===== config.mk =====
export PLATFORM = sky130hd
export DESIGN_NAME = tmr_match_cap
export DESIGN_NICKNAME = d
export VERILOG_FILES = /design/src/rtl/tmr_match_cap.sv
export SDC_FILE = /design/constraint.sdc
export NUM_CORES = 1
export LEC_CHECK = 0
export BUFFER_PORTS_ARGS = -buffer_cell sky130_fd_sc_hd__buf_2
export CELL_PAD_IN_SITES_DETAIL_PLACEMENT = 1
export CELL_PAD_IN_SITES_GLOBAL_PLACEMENT = 1
export CORE_MARGIN = 2
export CORE_UTILIZATION = 50
export DETAILED_ROUTE_END_ITERATION = 12
export MAX_ROUTING_LAYER = met4
export PLACE_DENSITY_LB_ADDON = 0.1
export REMOVE_ABC_BUFFERS = 1
export SYNTH_ARGS = -nofsm -noshare
export SYNTH_HDL_FRONTEND = slang
export SYNTH_SLANG_ARGS = --single-unit

===== constraint.sdc =====
create_clock -name clk -period 5 [get_ports clk]
set_input_delay 0.25 -clock clk [delete_from_list [all_inputs] [get_ports clk]]
set_output_delay 0.25 -clock clk [all_outputs]
set_load 0.005 [all_outputs]

===== src/rtl/tmr_match_cap.sv =====
module tmr_match_cap #(
  parameter int CW = 32,
  parameter int AW = 5
) (
  input  logic          clk,
  input  logic          rst_n,
  input  logic [AW-1:0] bus_addr,
  input  logic          bus_we,
  input  logic [31:0]   bus_wdata,
  output logic [31:0]   bus_rdata,
  input  logic [3:0]    cap_in,
  output logic [3:0]    match_out,
  output logic          irq
);
  localparam int NCH = 4;
  localparam logic [AW-1:0] A_FLG  = AW'(0);
  localparam logic [AW-1:0] A_CTL  = AW'(1);
  localparam logic [AW-1:0] A_CNT  = AW'(2);
  localparam logic [AW-1:0] A_PRE  = AW'(3);
  localparam logic [AW-1:0] A_PCNT = AW'(4);
  localparam logic [AW-1:0] A_MCTL = AW'(5);
  localparam logic [AW-1:0] A_MV0  = AW'(6);
  localparam logic [AW-1:0] A_CCTL = AW'(10);
  localparam logic [AW-1:0] A_CV0  = AW'(11);
  localparam logic [AW-1:0] A_EXT  = AW'(15);
  localparam logic [AW-1:0] A_MODE = AW'(28);

  logic [2*NCH-1:0] flg_q, flg_nxt;
  logic             en_q, hold_q;
  logic [CW-1:0]    cnt_q, pre_q, pcnt_q, cnt_inc;
  logic [3*NCH-1:0] mctl_q, cctl_q;
  logic [CW-1:0]    mv_q [NCH];
  logic [CW-1:0]    cv_q [NCH];
  logic [NCH-1:0]   ext_q, ext_nxt;
  logic [2*NCH-1:0] act_q;
  logic [3:0]       mode_q;
  logic [NCH-1:0]   s1, s2, s3, rise, fall, eq, mhit, cap_evt;
  logic             run, pre_hit, cnt_edge, tick, rst_hit, stop_hit;
  logic [NCH-1:0]   mint, cint;

  assign rise     = s2 & ~s3;
  assign fall     = ~s2 & s3;
  assign run      = en_q & ~hold_q;
  assign pre_hit  = (pcnt_q == pre_q);
  assign cnt_edge = (mode_q[0] & rise[mode_q[3:2]]) | (mode_q[1] & fall[mode_q[3:2]]);
  assign tick     = run & ((mode_q[1:0] == 2'd0) ? pre_hit : cnt_edge);

  always_comb begin
    rst_hit  = 1'b0;
    stop_hit = 1'b0;
    for (int i = 0; i < NCH; i++) begin
      eq[i]      = (cnt_q == mv_q[i]);
      rst_hit    = rst_hit | (eq[i] & mctl_q[3*i+1]);
      mint[i]    = mctl_q[3*i];
      cint[i]    = cctl_q[3*i+2];
      cap_evt[i] = (cctl_q[3*i] & rise[i]) | (cctl_q[3*i+1] & fall[i]);
    end
    cnt_inc = rst_hit ? '0 : cnt_q + 1'b1;
    for (int i = 0; i < NCH; i++) begin
      mhit[i]  = tick & (cnt_inc == mv_q[i]);
      stop_hit = stop_hit | (mhit[i] & mctl_q[3*i+2]);
    end
  end

  always_comb begin
    flg_nxt = flg_q & ~((bus_we && bus_addr == A_FLG) ? bus_wdata[2*NCH-1:0] : '0);
    flg_nxt = flg_nxt | {cap_evt & cint, mhit & mint};
  end

  always_comb begin
    ext_nxt = (bus_we && bus_addr == A_EXT) ? bus_wdata[NCH-1:0] : ext_q;
    for (int i = 0; i < NCH; i++)
      if (mhit[i])
        case (act_q[2*i +: 2])
          2'd1:    ext_nxt[i] = 1'b0;
          2'd2:    ext_nxt[i] = 1'b1;
          2'd3:    ext_nxt[i] = ~ext_nxt[i];
          default: ;
        endcase
  end

  always_ff @(posedge clk or negedge rst_n) begin
    if (!rst_n) begin
      s1 <= '0; s2 <= '0; s3 <= '0;
      flg_q <= '0; en_q <= 1'b0; hold_q <= 1'b0;
      cnt_q <= '0; pre_q <= '0; pcnt_q <= '0;
      mctl_q <= '0; cctl_q <= '0; ext_q <= '0; act_q <= '0; mode_q <= '0;
      for (int i = 0; i < NCH; i++) begin
        mv_q[i] <= '0;
        cv_q[i] <= '0;
      end
    end else begin
      s1 <= cap_in; s2 <= s1; s3 <= s2;
      flg_q <= flg_nxt;
      ext_q <= ext_nxt;
      if (bus_we && bus_addr == A_EXT)  act_q  <= bus_wdata[4 +: 2*NCH];
      if (bus_we && bus_addr == A_CTL)  {hold_q, en_q} <= bus_wdata[1:0];
      if (stop_hit)                     en_q   <= 1'b0;
      if (bus_we && bus_addr == A_PRE)  pre_q  <= bus_wdata[CW-1:0];
      if (bus_we && bus_addr == A_MCTL) mctl_q <= bus_wdata[3*NCH-1:0];
      if (bus_we && bus_addr == A_CCTL) cctl_q <= bus_wdata[3*NCH-1:0];
      if (bus_we && bus_addr == A_MODE) mode_q <= bus_wdata[3:0];
      for (int i = 0; i < NCH; i++) begin
        if (bus_we && bus_addr == AW'(A_MV0 + AW'(i))) mv_q[i] <= bus_wdata[CW-1:0];
        if (cap_evt[i]) cv_q[i] <= cnt_q;
      end
      if (hold_q) begin
        cnt_q  <= '0;
        pcnt_q <= '0;
      end else begin
        if (bus_we && bus_addr == A_CNT) cnt_q <= bus_wdata[CW-1:0];
        else if (tick)                   cnt_q <= cnt_inc;
        if (bus_we && bus_addr == A_PCNT)          pcnt_q <= bus_wdata[CW-1:0];
        else if (run && mode_q[1:0] == 2'd0)       pcnt_q <= pre_hit ? '0 : pcnt_q + 1'b1;
      end
    end
  end

  always_comb begin
    bus_rdata = '0;
    case (bus_addr)
      A_FLG:   bus_rdata = 32'(flg_q);
      A_CTL:   bus_rdata = {30'd0, hold_q, en_q};
      A_CNT:   bus_rdata = 32'(cnt_q);
      A_PRE:   bus_rdata = 32'(pre_q);
      A_PCNT:  bus_rdata = 32'(pcnt_q);
      A_MCTL:  bus_rdata = 32'(mctl_q);
      A_CCTL:  bus_rdata = 32'(cctl_q);
      A_EXT:   bus_rdata = 32'({act_q, ext_q});
      A_MODE:  bus_rdata = 32'(mode_q);
      default: ;
    endcase
    for (int i = 0; i < NCH; i++) begin
      if (bus_addr == AW'(A_MV0 + AW'(i))) bus_rdata = 32'(mv_q[i]);
      if (bus_addr == AW'(A_CV0 + AW'(i))) bus_rdata = 32'(cv_q[i]);
    end
  end

  assign match_out = ext_q;
  assign irq       = |flg_q;

  AST_HOLD_ZERO: assert property (@(posedge clk) disable iff (!rst_n)
    hold_q |=> (cnt_q == '0 && pcnt_q == '0));
  AST_CNT_STEP: assert property (@(posedge clk) disable iff (!rst_n)
    !(bus_we && bus_addr == A_CNT) |=> (cnt_q == $past(cnt_q) || cnt_q == $past(cnt_q) + 1'b1 || cnt_q == '0));
  AST_WRAP_ZERO: assert property (@(posedge clk) disable iff (!rst_n)
    (tick && rst_hit && !(bus_we && bus_addr == A_CNT)) |=> cnt_q == '0);
  AST_STOP_CLEARS: assert property (@(posedge clk) disable iff (!rst_n)
    stop_hit |=> !en_q);
  AST_FLAG_STICKY: assert property (@(posedge clk) disable iff (!rst_n)
    !(bus_we && bus_addr == A_FLG) |=> ((flg_q & $past(flg_q)) == $past(flg_q)));

  for (genvar g = 0; g < NCH; g++) begin : g_capchk
    AST_CAP_HELD: assert property (@(posedge clk) disable iff (!rst_n)
      !cap_evt[g] |=> $stable(cv_q[g]));
  end
endmodule


Yosys cells after proc, flatten, opt, wreduce, memory -nomap -nowiden
Index checks and enable logic that the tools add are counted.
{ "classes": {"n_addsub": 2, "magnitude_cmp": 1, "n_eq_ne": 37, "muxes": 34, "n_bitwise": 49, "n_reduce_logical": 20} }
{ "ops": {"columns": ["operator", "n"], "rows": [
  ["$mux 32", 16],
  ["$eq 32x32->1", 9],
  ["$pmux 32 s9", 1],
  ["$add 32x1->32 const B", 2],
  ["$eq 5x4->1 const B", 8],
  ["$and 1x1->1", 24],
  ["$eq 5x3->1 const B", 4],
  ["$and 4x4->4", 4],
  ["$eq 2x2->1 const B", 8],
  ["$logic_and 1x1->1", 14],
  ["$pmux 1 s3", 4],
  ["$or 1x1->1", 11],
  ["$eq 5x2->1 const B", 2],
  ["$mux 1", 9],
  ["$and 8x8->8", 1],
  ["$eq 2x1->1 const B", 4],
  ["$mux 8", 1],
  ["$not 4->4", 2],
  ["$not 8->8", 1],
  ["$or 8x8->8", 1],
  ["$reduce_or 8->1", 1],
  ["$reduce_bool 3->1", 2],
  ["$eq 5x1->1 const B", 1],
  ["$eq 5x5->1 const B", 1],
  ["7 further kinds", 12]
]} }
{ "word_totals": {"register_bits": 414, "out_inout_bits": 37, "elab_cells": 165} }

Depth between registers and ports, before layout
Gate-level depths: netlist (run 1).
{ "depth": {"depth_word": 14, "depth_mapped": 16, "depth_no_buf": 12} }

Worst setup path before layout (run 1)
OpenSTA, ideal clock, no wires.
{ "synth_timing": {"path_kind": "register to register", "start": "register cnt_q[0]", "end": "register en_q", "t_arrival_ns": 3.410, "required_time_ns": 4.855, "slack_ns": 1.445, "stages_incl_launch_ff": 14, "n_path_buf": 1, "path_cell_list": "dfrtp_1 ha_1 buf_1 nand4_1 or4_1 nor2_1 xnor2_1 o21ai_0 mux2_1 o22ai_1 o2111ai_1 or4b_1 nor4b_2 a2111oi_0"} }
{ "synth_between": {"elab_chain_len": 13} }
{ "synth_rtl": {"columns": ["element", "line", "text"], "rows": [
  ["start, declared", "30", "logic [CW-1:0] cnt_q, pre_q, pcnt_q, cnt_inc;"],
  ["start signal, assigned", "111", "if (bus_we && bus_addr == A_CNT) cnt_q <= bus_wdata[CW-1:0];"],
  ["start signal, assigned", "112", "else if (tick) cnt_q <= cnt_inc;"],
  ["branches (longest 5 deep; another with $add 32x1->32)", null, null],
  ["$mux 32 (*)", "58", "cnt_inc = rst_hit ? '0 : cnt_q + 1'b1;"],
  ["$eq 32x32->1", "60", "mhit[i] = tick & (cnt_inc == mv_q[i]);"],
  ["$and 1x1->1", "60", null],
  ["$and 1x1->1", "61", "stop_hit = stop_hit | (mhit[i] & mctl_q[3*i+2]);"],
  ["$or 1x1->1 (2 in a row)", "61", null],
  ["$or 1x1->1 (*)", "61", null],
  ["$mux 1 / $reduce_bool 2->1 (equally long branches)", null, null],
  ["end signal, assigned", "97", "if (bus_we && bus_addr == A_CTL) {hold_q, en_q} <= bus_wdata[1:0];"],
  ["end, declared", "29", "logic en_q, hold_q;"]
]} }
Mark *: on every way between the ends.
A chain may end at the register's enable or synchronous reset.

Worst setup path in the final report (run 1)
{ "layout_timing": {"start": "register cnt_q[7]", "end": "register en_q"} }
The elaborated chain is that of the path after synthesis.

==> flow_summary.ini, run 1 <==
[status]
status = finished clean

[sta]
skew_ps = 26.1
setup_viol = 0
period_share_pct = 99.7
relSlewSlack_pct = 18.8
maxSlewViolCount = 0
setup_tns_ps = 0
max_freq_mhz = 201
rsz0062_at_grt = no
finalHoldViolations = 0
tightest_slew_ps = 1220
period_minus_slack_ps = 4990

[power]
p_seq_share_pct = 43.3
power_mw = 11.7
p_leak_nw = 12.6
power_frac_clock_pct = 29.9
peakVddDrop_v = 0.000519
comb_power_share_pct = 26.8
p_int_mw = 7.28
powerDensity_nw_per_um2 = 416
p_switching_mw = 4.40
power_switching_share_pct = 37.7

[synth]
synth_ff_type = dfrtp_1
synthesis.area_um2 = 25000
synthDistinctLibCells = 82
synth_cells = 2537
synth-seq-area-share_pct = 41.4
synthArstFlopShare_pct = 100
synth_warnings = 0
synth_area_per_cell_um2 = 9.87
synth.ff_latch_count = 414
synth_edf_count = 0

[placement]
dp_cells = 3193
port_buffers = 80
dpl.hpwl_um = 88100
gp_congestion = 1.06

[floorplanning]
std_cell_rows = 82
ios = 81
start_util_pct = 50.3
die_h_um = 228
core_area_um2 = 49800
fp.dieW_um = 228
fp.dieArea_um2 = 51900

[setup_path]
critPathCaptureType = flip-flop
worstPathArrival_ps = 5420
path_max_fanout = 11
critPathKind = flip-flop to flip-flop
cp-start-kind = flip-flop
required_ps = 5430

[cells_and_area]
final_nets = 2620
final_cell_mix = dfrtp_1, mux2_2, nor2_1, xor2_1, a21oi_1
drive_above_1_share_pct = 24.9
synthToLayoutAreaGrowth_pct = 11.9
instances_no_fill = 3290
final_common_cell = dfrtp_1

[grt]
grt_overflow = 0
grt_pass1_wl_um = 174000
grt_max_degree = 124
grt_antenna_before_repair = 7
track_usage_pct = 47.4
first_global_vias = 24481

[route]
drc = 0
drtAntennaViolNets = 0
first_iter_violations = 3107
wire_per_inst_um = 36.8
wl_um = 121000
via_per_inst = 7.18
dr.pass1.iters = 8
vias = 23635

[clocking]
cts_tree = yes
cts_root_buf = clkbuf_16
clock_path_buffers = 3
worst_skew_pair.late_latency_ps = 610
clkSinkCount = 414
path_clk_slew_ps = 70
numCtsBuffers = 46
ctsHtreeMaxLevel = 2

[run]
max-cap-violations = 0

[worst_hold_path]
min-delay-path-class = input port to flip-flop
-- stage by stage --
| step | area [µm²] | hold WS [ps] | util (%) | setup WS, ps |
|---|---|---|---|---|
| 3_5_place_dp | 26500 | 342 | 53.2 | 400 |
| 5_1_grt | 28000 | 80.2 | 56.3 | 51.8 |
| 3_3_place_gp | 26500 | 331 | 53.2 | 399 |
| 6_report | 28000 | 48.8 | 56.3 | 14.4 |
| 4_1_cts | 28000 | 31.6 | 56.3 | 358 |
| 2_1_floorplan | 24100 | -45.6 | - | 374 |
-- power by group through the flow --
stage,Sequential [mW],Combinational [mW],Clock [mW]
2_1_floorplan,4.63,1.77,0
3_3_place_gp,4.98,2.92,0
3_5_place_dp,5.04,3.01,0
4_1_cts,4.99,3.05,3.48
5_1_grt,5.09,3.28,3.62
6_report,5.05,3.13,3.49
-- sequential cells by signal, summed over array words and instances, names as in the netlist --
name       count
cv_q         128
mv_q         128
cnt_q         32
pcnt_q        32
pre_q         32
cctl_q        12
mctl_q        12
act_q          8
flg_q          8
match_out      4
mode_q         4
s1             4
s2             4
s3             4
en_q           1
hold_q         1
-- worst max-delay path: stages, from the launching register on --
cell,delay (ps)
dfrtp_1,700
buf_4,280
nand4_4,170
nor4_2,340
buf_4,200
nand2_1,140
xnor2_1,630
nand2_1,410
a221oi_1,680
nand4_1,280
nor4_2,550
buf_4,240
and2_1,130
a2111oi_0,50
-- cell type report --
type,count,area [µm²]
tap,672,841
fill,5462,21700
multi-input combinational,1880,13800
timing repair buffer,211,1470
sequential,414,10400
inverter,21,78.8
antenna,10,25.0
clock buffer,69,1390
clock inverter,13,120
-- cells in the mapped netlist (6+ instances only) --
cell | instances | area (µm²)
nand2b_1 | 9 | 56.3
or2_2 | 10 | 62.6
a21oi_1 | 144 | 721
o21a_1 | 6 | 45.0
clkbuf_1 | 154 | 578
inv_1 | 21 | 78.8
a222oi_1 | 30 | 300
nand4b_1 | 11 | 96.3
or3_1 | 9 | 56.3
xnor2_1 | 69 | 604
a32oi_1 | 8 | 70.1
nor3_1 | 58 | 290
a22oi_1 | 63 | 473
and4_1 | 9 | 78.8
buf_4 | 11 | 82.6
and2_1 | 6 | 37.5
or4_1 | 11 | 82.6
nand3_1 | 49 | 245
o22ai_1 | 10 | 62.6
a21o_1 | 9 | 67.6
nor4_1 | 54 | 338
nor3b_1 | 6 | 45.0
buf_1 | 31 | 116
mux2i_1 | 6 | 60.1
nand4_1 | 48 | 300
o32ai_1 | 21 | 184
nor2_1 | 223 | 837
nor2b_1 | 13 | 81.3
a31oi_1 | 65 | 407
o21ai_0 | 103 | 515
nand2_1 | 112 | 420
a211oi_1 | 54 | 405
nor4b_1 | 18 | 158
mux2_2 | 326 | 3670
and3_1 | 10 | 62.6
a22o_1 | 24 | 210
dfrtp_1 | 414 | 10400
xor2_1 | 186 | 1630
buf_2 | 25 | 125
a221oi_1 | 16 | 140
-- logic make-up after synthesis --
| group | share of synthesized area (%) |
|---|---|
| AOI/OAI and AO/OA | 16.1 |
| muxes | 15.1 |
| adders and majority gates | 0.0999 |
| DFF | 41.4 |
| and+or+nand+nor | 14.1 |
| buffers and inverters | 3.96 |
| xor gates and xnor gates | 9.26 |
-- final timing paths --
kind | from | slack, ps | end | cells after the start
setup reg to reg | cnt_q[7] | 10 | en_q | 13
hold reg to reg | s1[2] | 350 | s2[2] | 0
max in group asynchronous | rst_n | 3300 | s1[0] | 3
hold / removal | bus_wdata[31] | 50 | cnt_q[31] | 3
setup / recovery | cnt_q[7] | 10 | en_q | 13
min in group asynchronous | rst_n | 300 | cv_q[49] | 2
-- per-layer routing --
metal  global-route usage [%]  share of wire, %  vias up
li1                         -                 -     9476
met1                     59.0                38    12201
met2                     72.2                45     1572
met3                     11.4                11      386
met4                     24.1               5.9        0
met5                        -                 0        -
-- repair_timing --
| action | in CTS | in global routing |
|---|---|---|
| setup buffers | 0 | 0 |
| hold buffers | 5 | 0 |
| resized for setup | 0 | 0 |
| hold endpoints to repair | 122 | 0 |
| endpoints found under the setup margin | 0 | 0 |
Power figures use the tool's default switching activity.
==> inputs of run 2 (changes only) <==
- ABC_AREA: unset -> 1
- CORE_UTILIZATION: 50 -> 46
- SLEW_MARGIN: unset -> 15
==> flow_summary.ini, run 2 <==
[route]
vias = 31277
wire_per_inst_um = 33.5
topRoutingLayerUsed = met4
wl_met2_um = 65800
route.met3.wl_um = 20700
drtAntennaViolNets = 0
via_per_inst = 6.66
wl_met1_um = 54000
drc = 0
first_iter_violations = 4289
dr.pass1.iters = 6
wl_um = 157000

[cells_and_area]
final_nets = 3932
drive_above_1_share_pct = 8.58
multi_input_area_um2 = 13100
reg.largest.list = cv_q (128), mv_q (128)
final_cell_mix = nand2_1, o21ai_0, inv_1, dfrtp_1, nor2_1
synthToLayoutAreaGrowth_pct = 12.5
ff_latch_area_um2 = 10400
final_common_cell = nand2_1
fill_cells = 7310

[setup_path]
rr_worst_depth = 18
worstPathArrival_ps = 5390
crit_buf_inv = 1
slowest_stage = nor2_1
crit_cells = 18
critPathKind = flip-flop to flip-flop
crit_chain = inv_1, nand2_1, nand2_1, nor2_1, nand2_1, nor2_1, nand3_1, nand2_1, nor2_1, nand2_1, nand2_1, o21ai_0, a21oi_1, nand3_1, nor2_2, nand2_1, o21ai_1, nand2_1
path_max_fanout = 12
cp-start-kind = flip-flop
crit-reg2reg-launch = cnt_q[3]
required_ps = 5540
crit_top_cell = nand2_1
r2r_setup_slack_ps = 150
critPathCaptureType = flip-flop
timing.rr.end = match_out[2]
critical-path-max-stage-delay_ps = 720
crit_family = simple AND/OR/NAND/NOR gates

[synth]
synth_ff_type = dfrtp_1
synthArstFlopShare_pct = 100
yosys-top-cells-area = dfrtp_1, nand2_1, o21ai_0
synth-seq-area-share_pct = 40.0
synthesis.area_um2 = 25900
synth_cells = 3810
synth_area_per_cell_um2 = 6.81
synthDistinctLibCells = 48
synth_common_cells = nand2_1, o21ai_0, inv_1
synth.ff_latch_count = 414
synth_warnings = 0
yosysTopAreaCellShare_pct = 40.0
synth_top_cell_by_area = dfrtp_1
synth_edf_count = 0
synth_most_common_cell = nand2_1

[power]
power_mw = 17.4
p_leak_nw = 13.9
powerDensity_nw_per_um2 = 595
peakVddDrop_v = 0.000324

[worst_hold_path]
min-delay-path-class = input port to flip-flop
whs_endpoint = cnt_q[10]
hold_start = bus_wdata[10]
hold_depth = 3

[sta]
rsz0062_at_grt = no
tightest_slew_ps = 1310
finalHoldViolations = 0
max_freq_mhz = 206
relSlewSlack_pct = 11.5
setup_viol = 0
skew_ps = 53.1
period_share_pct = 97.0
maxSlewViolCount = 0
setup_tns_ps = 0
period_minus_slack_ps = 4850
hold_ws_ps = 0.557

[floorplanning]
fp.dieW_um = 241
core_area_um2 = 56100
std_cell_rows = 87
fp.dieArea_um2 = 58300
ios = 81
die_h_um = 241
start_util_pct = 46.3

[grt]
grt_antenna_before_repair = 9
track_usage_pct = 55.5
first_global_vias = 31679
grt_overflow = 0
grt_max_degree = 135
grt_pass1_wl_um = 222000

[clocking]
worst_skew_pair.late_latency_ps = 660
clock_path_buffers = 3
cts_root_buf = clkbuf_16
cts_tree = yes
numCtsBuffers = 48
clkSinkCount = 414
path_clk_slew_ps = 70
ctsHtreeMaxLevel = 2

[placement]
gp_congestion = 1.17
port_buffers = 80
dpl.hpwl_um = 115000

[run]
max-cap-violations = 0

[status]
status = finished clean
-- run 2: cell type report --
class	instances	share of cell area (%)
clock buffers	65	4.72
well taps	756	3.24
repair buffers	193	4.65
clock inverters	25	0.858
multi-input cells	2768	45.0
inverters	461	5.93
flip-flops and latches	414	35.5
diodes	11	0.0943
-- run 2: worst reg2reg max path, cell delays in order, from the launching register on --
cell	delay, ps
dfrtp_1	630
inv_1	600
nand2_1	150
nand2_1	350
nor2_1	70
nand2_1	80
nor2_1	50
nand3_1	90
nand2_1	80
nor2_1	720
nand2_1	200
nand2_1	100
o21ai_0	310
a21oi_1	430
nand3_1	200
nor2_2	320
nand2_1	150
o21ai_1	150
nand2_1	60
-- run 2: worst max-delay path by stage --
stage	from	end	slack, ps
global placement	cnt_q[6]	match_out[2]	160
global route	cnt_q[3]	match_out[2]	60
detailed placement	cnt_q[3]	match_out[2]	160
CTS	cnt_q[3]	match_out[2]	180
finish	cnt_q[3]	match_out[2]	150
floorplan	bus_addr[3]	cnt_q[10]	1330
-- run 2: where the power goes --
part	internal, mW	switching [mW]	leakage, nW	total (mW)
Sequential	4.34	1.29	5.33	5.63
Combinational	2.10	5.82	7.76	7.93
Clock	2.11	1.70	0.812	3.81
-- run 2: logic make-up (layout without fill, tap and decap cells) --
| kind of cell | count (synthesis) | count (layout) | synth area share, % |
|---|---|---|---|
| other cells | 0 | 11 | 0 |
| simple gates | 1894 | 1894 | 29.9 |
| buf+inv | 628 | 744 | 9.61 |
| xor+xnor | 108 | 108 | 3.68 |
| compound gates | 764 | 764 | 16.8 |
| fa+ha+maj | 2 | 2 | 0.0965 |
| flops | 414 | 414 | 40.0 |
-- run 2: repair_timing --
action | 4_1_cts | 5_1_grt
hold endpoints to repair | 118 | 0
hold buffers | 24 | 0
buffers inserted | 0 | 0
gates resized for setup | 0 | 1
setup endpoints to repair | 0 | 8
-- run 2: metrics by stage --
| step | setup slack, ps | utilization [%] | std cells | cell area (µm²) |
|---|---|---|---|---|
| 3_3_place_gp | 161 | 48.7 | 4568 | 27300 |
| 2_1_floorplan | 1330 | - | 3643 | 25200 |
| 4_1_cts | 176 | 52.0 | 4682 | 29100 |
| 5_1_grt | 64.1 | 52.0 | 4689 | 29200 |
| 6_report | 149 | 52.0 | 4693 | 29200 |
| 3_5_place_dp | 163 | 48.7 | 4568 | 27300 |
-- run 2: layer usage --
metal	up-vias	global-route usage, %
met3	988	18.3
met2	2660	79.7
li1	12463	-
met5	-	-
met1	15166	62.6
met4	0	46.1
